**src/rtl/evc_pkg.sv**
```systemverilog
package evc_pkg;
  localparam int DEF_MAX_COUNT = 999999;
  localparam int DEF_PW_W      = 8;
  localparam int DEF_CW_W      = 8;
endpackage

```
**src/rtl/evc_sync.sv**
```systemverilog
module evc_sync #(
  parameter int W = 1
) (
  input  logic         clk_i,
  input  logic         rst_ni,
  input  logic [W-1:0] d_i,
  output logic [W-1:0] q_o
);
  logic [W-1:0] s1_q, s2_q;

  always_ff @(posedge clk_i or negedge rst_ni) begin
    if (!rst_ni) begin
      s1_q <= '0;
      s2_q <= '0;
    end else begin
      s1_q <= d_i;
      s2_q <= s1_q;
    end
  end

  assign q_o = s2_q;
endmodule

```
**src/rtl/evc_clear_qual.sv**
```systemverilog
module evc_clear_qual #(
  parameter int CW_W = 8
) (
  input  logic            clk_i,
  input  logic            rst_ni,
  input  logic            clear_s_i,
  input  logic            tick_i,
  input  logic [CW_W-1:0] min_clear_i,
  output logic            clr_q_o
);
  localparam logic [CW_W-1:0] WMax = '1;

  logic [CW_W-1:0] width_q;

  always_ff @(posedge clk_i or negedge rst_ni) begin
    if (!rst_ni)                        width_q <= '0;
    else if (!clear_s_i)                width_q <= '0;
    else if (tick_i && width_q != WMax) width_q <= width_q + 1'b1;
  end

  assign clr_q_o = clear_s_i && (width_q >= min_clear_i);
endmodule

```
**src/rtl/evc_counter.sv**
```systemverilog
module evc_counter #(
  parameter int MAX_COUNT = 999999,
  parameter int CNT_W     = 20
) (
  input  logic             clk_i,
  input  logic             rst_ni,
  input  logic             count_s_i,
  input  logic             clr_q_i,
  input  logic [CNT_W-1:0] setpoint_i,
  output logic [CNT_W-1:0] pv_o,
  output logic             hit_o
);
  localparam logic [CNT_W-1:0] PvMax = CNT_W'(MAX_COUNT);

  logic [CNT_W-1:0] pv_q;
  logic             prev_q, fired_q;
  logic             rise, at_max, step;

  assign rise   = count_s_i && !prev_q;
  assign at_max = (pv_q == PvMax);
  assign step   = rise && !clr_q_i && !at_max;
  assign hit_o  = step && !fired_q && ((pv_q + 1'b1) == setpoint_i);

  always_ff @(posedge clk_i or negedge rst_ni) begin
    if (!rst_ni) begin
      prev_q  <= 1'b0;
      pv_q    <= '0;
      fired_q <= 1'b0;
    end else begin
      prev_q <= count_s_i;
      if (clr_q_i) begin
        pv_q    <= '0;
        fired_q <= 1'b0;
      end else begin
        if (step)  pv_q    <= pv_q + 1'b1;
        if (hit_o) fired_q <= 1'b1;
      end
    end
  end

  assign pv_o = pv_q;


  pv_ceiling_chk: assert property (@(posedge clk_i) disable iff (!rst_ni) pv_q <= PvMax);

  single_step_chk: assert property (@(posedge clk_i) disable iff (!rst_ni)
    !clr_q_i |=> (pv_q == $past(pv_q) || pv_q == $past(pv_q) + 1'b1));

  clear_zero_chk: assert property (@(posedge clk_i) disable iff (!rst_ni) clr_q_i |=> pv_q == '0);
endmodule

```
**src/rtl/evc_out.sv**
```systemverilog
module evc_out #(
  parameter int PW_W = 8
) (
  input  logic            clk_i,
  input  logic            rst_ni,
  input  logic            hit_i,
  input  logic            clr_q_i,
  input  logic            tick_i,
  input  logic            latch_i,
  input  logic [PW_W-1:0] pulse_w_i,
  output logic            match_o
);
  logic [PW_W-1:0] rem_q;
  logic            on_q;

  always_ff @(posedge clk_i or negedge rst_ni) begin
    if (!rst_ni) begin
      on_q  <= 1'b0;
      rem_q <= '0;
    end else if (clr_q_i) begin
      on_q  <= 1'b0;
      rem_q <= '0;
    end else if (hit_i) begin
      on_q  <= 1'b1;
      rem_q <= pulse_w_i;
    end else if (on_q && !latch_i) begin
      if (rem_q == '0) on_q  <= 1'b0;
      else if (tick_i) rem_q <= rem_q - 1'b1;
    end
  end

  assign match_o = on_q;


  rise_on_hit_chk: assert property (@(posedge clk_i) disable iff (!rst_ni) $rose(on_q) |-> $past(hit_i));

  latch_hold_chk: assert property (@(posedge clk_i) disable iff (!rst_ni)
    (on_q && latch_i && !clr_q_i && !hit_i) |=> on_q);

  clear_off_chk: assert property (@(posedge clk_i) disable iff (!rst_ni) clr_q_i |=> !on_q);
endmodule

```
**src/rtl/event_setpoint_counter.sv**
```systemverilog
module event_setpoint_counter
  import evc_pkg::*;
#(
  parameter int  MAX_COUNT = DEF_MAX_COUNT,
  parameter int  PW_W      = DEF_PW_W,
  parameter int  CW_W      = DEF_CW_W,
  localparam int CNT_W     = $clog2(MAX_COUNT + 1)
) (
  input  logic             clk_i,
  input  logic             rst_ni,
  input  logic             count_i,
  input  logic             clear_i,
  input  logic             tick_i,
  input  logic             latch_i,
  input  logic [PW_W-1:0]  pulse_w_i,
  input  logic [CW_W-1:0]  min_clear_i,
  input  logic [CNT_W-1:0] setpoint_i,
  output logic [CNT_W-1:0] pv_o,
  output logic             match_o
);
  logic [1:0] raw, synced;
  logic       clr_q, hit;

  assign raw = {clear_i, count_i};

  evc_sync #(.W(2)) u_sync (
    .clk_i(clk_i), .rst_ni(rst_ni), .d_i(raw), .q_o(synced)
  );

  evc_clear_qual #(.CW_W(CW_W)) u_qual (
    .clk_i(clk_i), .rst_ni(rst_ni), .clear_s_i(synced[1]), .tick_i(tick_i),
    .min_clear_i(min_clear_i), .clr_q_o(clr_q)
  );

  evc_counter #(.MAX_COUNT(MAX_COUNT), .CNT_W(CNT_W)) u_cnt (
    .clk_i(clk_i), .rst_ni(rst_ni), .count_s_i(synced[0]), .clr_q_i(clr_q),
    .setpoint_i(setpoint_i), .pv_o(pv_o), .hit_o(hit)
  );

  evc_out #(.PW_W(PW_W)) u_out (
    .clk_i(clk_i), .rst_ni(rst_ni), .hit_i(hit), .clr_q_i(clr_q), .tick_i(tick_i),
    .latch_i(latch_i), .pulse_w_i(pulse_w_i), .match_o(match_o)
  );
endmodule

```
**config.mk**
```make
export PLATFORM = sky130hd
export DESIGN_NAME = event_setpoint_counter
export DESIGN_NICKNAME = d
export VERILOG_FILES = /design/src/rtl/evc_pkg.sv /design/src/rtl/evc_sync.sv /design/src/rtl/evc_clear_qual.sv /design/src/rtl/evc_counter.sv /design/src/rtl/evc_out.sv /design/src/rtl/event_setpoint_counter.sv
export SDC_FILE = /design/constraint.sdc
export NUM_CORES = 1
export LEC_CHECK = 0
export ABC_AREA = 0
export BUFFER_PORTS_ARGS = -buffer_cell sky130_fd_sc_hd__buf_4
export CAP_MARGIN = 20
export CORE_UTILIZATION = 30
export DETAILED_ROUTE_END_ITERATION = 8
export MAX_ROUTING_LAYER = met4
export PLACE_DENSITY_LB_ADDON = 0.1
export RECOVER_POWER = 25
export SETUP_SLACK_MARGIN = 0.5
export SYNTH_ARGS = -nofsm -noshare
export SYNTH_HDL_FRONTEND = slang
export SYNTH_SLANG_ARGS = --single-unit
```
**constraint.sdc**
```tcl
create_clock -name clk_i -period 3.35 [get_ports clk_i]
set_input_delay 0.67 -clock clk_i [delete_from_list [all_inputs] [get_ports clk_i]]
set_output_delay 0.67 -clock clk_i [all_outputs]
set_load 0.005 [all_outputs]
```
==> flow_metrics.py <==
metrics = {
    "critical_path": {
        "path_class": "flip-flop to flip-flop",
        "reg2reg_from": "u_cnt.pv_o[9]",
        "r2r-end": "u_out.rem_q[1]",
        "cp-endpoint": "u_out.rem_q[1]",
        "cp-start-kind": "flip-flop",
        "ff2ff_setup_slack_ps": 610,
        "crit_arrival_ps": 2930,
        "crit_start": "u_cnt.pv_o[9]",
        "worstSetupEndpointType": "flip-flop",
        "critPathRequiredTime_ps": 3530,
        "cp_max_fo": 9,
        "ff2ff_path_depth": 6,
    },
    "final_layout": {
        "area_growth_pct": 28.3,
        "drive_above_1_share_pct": 28.0,
        "antennaDiodeCount": 0,
        "final_nets": 449,
    },
    "floorplanning": {
        "dieHeight_um": 101,
        "io_pins": 63,
        "die_w_um": 101,
        "start_util_pct": 31.5,
        "core_region_area_um2": 9420,
        "die_area_um2": 10300,
        "row_count": 35,
    },
    "synthesis": {
        "avgSynthCellArea_um2": 9.08,
        "synth-edff-count": 0,
        "synth_area_leaders": "dfrtp_1 36%, xnor2_1 12%, nor2_1 6.0%, xor2_1 5.9%, ha_1 5.1%",
        "yosys-top-cells-count": "47 x nor2_1, 43 x dfrtp_1, 39 x xnor2_1, 20 x xor2_1, 18 x nand2_1",
        "synth-async-reset-ratio_pct": 100,
        "yosysSeqAreaShare_pct": 36.3,
        "synth_cell_type_count": 47,
        "ys_ff_latch": 43,
        "syn_nets": 380,
        "yosysMostFrequentCell": "nor2_1",
        "yosys.area.top_type": "dfrtp_1",
        "post_synth_instance_area_um2": 2960,
        "synth_flop_cell": "dfrtp_1",
        "ys_warn_count": 0,
        "syn_inst": 326,
        "synth_top_area_share_pct": 36.3,
    },
    "timing": {
        "fin_skew_ps": 4.01,
        "rsz0062_at_grt": "no",
        "max_slew_margin_pct": 39.8,
        "final.setup.tns_ps": 0,
        "hold_slack_ps": 355,
        "finalCritPeriodShare_pct": 81.9,
        "setup_viol_count_final": 0,
        "slew_violations": 0,
        "finalHoldViolCount": 0,
        "tightestPinTransition_ps": 896,
        "fin_crit_ps": 2740,
        "fmax_mhz": 365,
    },
    "clock_network": {
        "cts_sinks": 43,
        "cts.htree.levels": 2,
        "clk_latency_ps": 290,
        "clk_pin_slew_worst_paths_ps": 90,
        "cts_tree": "done",
        "numCtsBuffers": 5,
        "cts_hold_buf": 0,
        "cts-root-buf": "clkbuf_8",
        "cts_buffer_depth": 2,
    },
    "global_routing": {
        "first_global_vias": 2498,
        "use_met2_pct": 27.5,
        "grt.overflow.total": 0,
        "grt_antenna_before_repair": 0,
        "grt_busiest_layer": "met2",
        "grt_use_met3_pct": 2.69,
        "grt_pass1_wl_um": 12500,
        "grt_use_met1_pct": 20.4,
        "grtUsageTotal_pct": 16.2,
        "grt_max_degree": 44,
    },
    "placement": {
        "gp_congestion": 0.802,
        "hpwlAfterDp_um": 5320,
        "numPortBuffers": 62,
    },
    "hold_path": {
        "hp-class": "input pin to async pin",
    },
    "detailed_routing": {
        "avgRoutedWirePerCell_um": 14.2,
        "routed_wl_um": 7460,
        "ant_nets": 0,
        "dr.pass1.iters": 4,
        "drc": 0,
        "vias": 2468,
        "drt_iter0_drc": 101,
        "vias_per_cell": 4.70,
    },
    "flow_run": {
        "max_cap_viol_count": 0,
    },
    "status": {
        "status": "finished clean",
    },
    "power": {
        "power_density_nw_per_um2": 497,
        "ir_drop_mv": 0.280,
        "p_leak_nw": 1.75,
    },
}
## final cells by class
class                           count  area [um^2]
Fill cell                         969         5610
Multi-Input combinational cell    256         1820
Sequential cell                    43         1080
Timing Repair Buffer               75          563
Tap cell                          129          161
Clock buffer                        6         82.6
Inverter                           14         52.6
Clock inverter                      2         38.8
## flip-flops by register name, summed over array words and instances (netlist names)
signal and cells:
u_out.rem_q 8, u_out.match_o 1, u_sync.s1_q 2, u_cnt.pv_o 20, u_qual.width_q 8, u_cnt.prev_q 1, u_cnt.fired_q 1, u_sync.q_o 2
## per-layer routing
metal  part of all wire, %  routed length [um]
met1                    47                3490
met4                  0.38                  28
met5                     0                   0
met3                   3.8                 280
met2                    49                3660
## placed cells by master, fill, tap and decap left out, types with 3 or more instances in the layout
| cell type | count |
|---|---|
| a21boi_0 | 3 |
| a21o_1 | 3 |
| a21oi_1 | 9 |
| and2_1 | 6 |
| and3_1 | 7 |
| buf_4 | 73 |
| clkbuf_8 | 6 |
| dfrtp_1 | 38 |
| dfrtp_2 | 5 |
| ha_1 | 11 |
| inv_1 | 14 |
| mux2_2 | 10 |
| mux2i_1 | 3 |
| nand2_1 | 18 |
| nand3_1 | 17 |
| nand4_1 | 12 |
| nor2_1 | 47 |
| nor2b_1 | 3 |
| nor3_1 | 6 |
| nor3b_1 | 3 |
| nor4_1 | 3 |
| o21ai_0 | 6 |
| xnor2_1 | 39 |
| xor2_1 | 20 |
## cells by family after synthesis
kind of cell	Yosys count	synth area share (%)
AOI/OAI and AO/OA	32	7.06
xor gates and xnor gates	59	17.4
adders and majority gates	12	5.07
buffers and inverters	28	4.48
DFF	43	36.3
muxes	13	4.82
and+or+nand+nor	139	24.8
## power by group
part	leakage, nW	total [mW]	switching [mW]	internal (mW)
Clock	0.0618	0.442	0.196	0.246
Sequential	0.538	0.714	0.113	0.601
Combinational	1.15	0.732	0.347	0.385
Total	1.75	1.89	0.656	1.23
## worst max-delay path, stage by stage, from the launching register on
cell and delay, ps:
dfrtp_1 550, nand4_1 210, or4_4 560, or3_4 420, a211oi_4 360, nand4b_4 210
mux2_2 320
## metrics by stage
step                worst slack, ps  power [mW]  cells  util (%)  cell area [um^2]
global placement                415        1.36    508      37.7              3550
detailed placement              338        1.37    508      37.7              3550
floorplan                       610        1.13    326         -              2960
finish                          607        1.89    525      40.4              3800
global route                    500        2.03    525      40.4              3800
CTS                             505        1.91    524      40.2              3780
## worst min path at each step
| stage | to | slack (ps) |
|---|---|---|
| floorplan | u_sync.q_o[0] | 330 |
| global placement | u_sync.q_o[1] | 330 |
| detailed placement | u_sync.q_o[0] | 330 |
| CTS | u_sync.q_o[0] | 360 |
| global route | u_sync.q_o[1] | 370 |
| finish | u_cnt.pv_o[4] | 360 |
## timing repair
action	CTS	global route
endpoints found under the hold margin	0	0
endpoints found under the setup margin	8	8
buffers inserted	7	1
pin swaps	1	4
gates resized for setup	12	3
cloned	1	0
(Power assumes the default switching activity.)
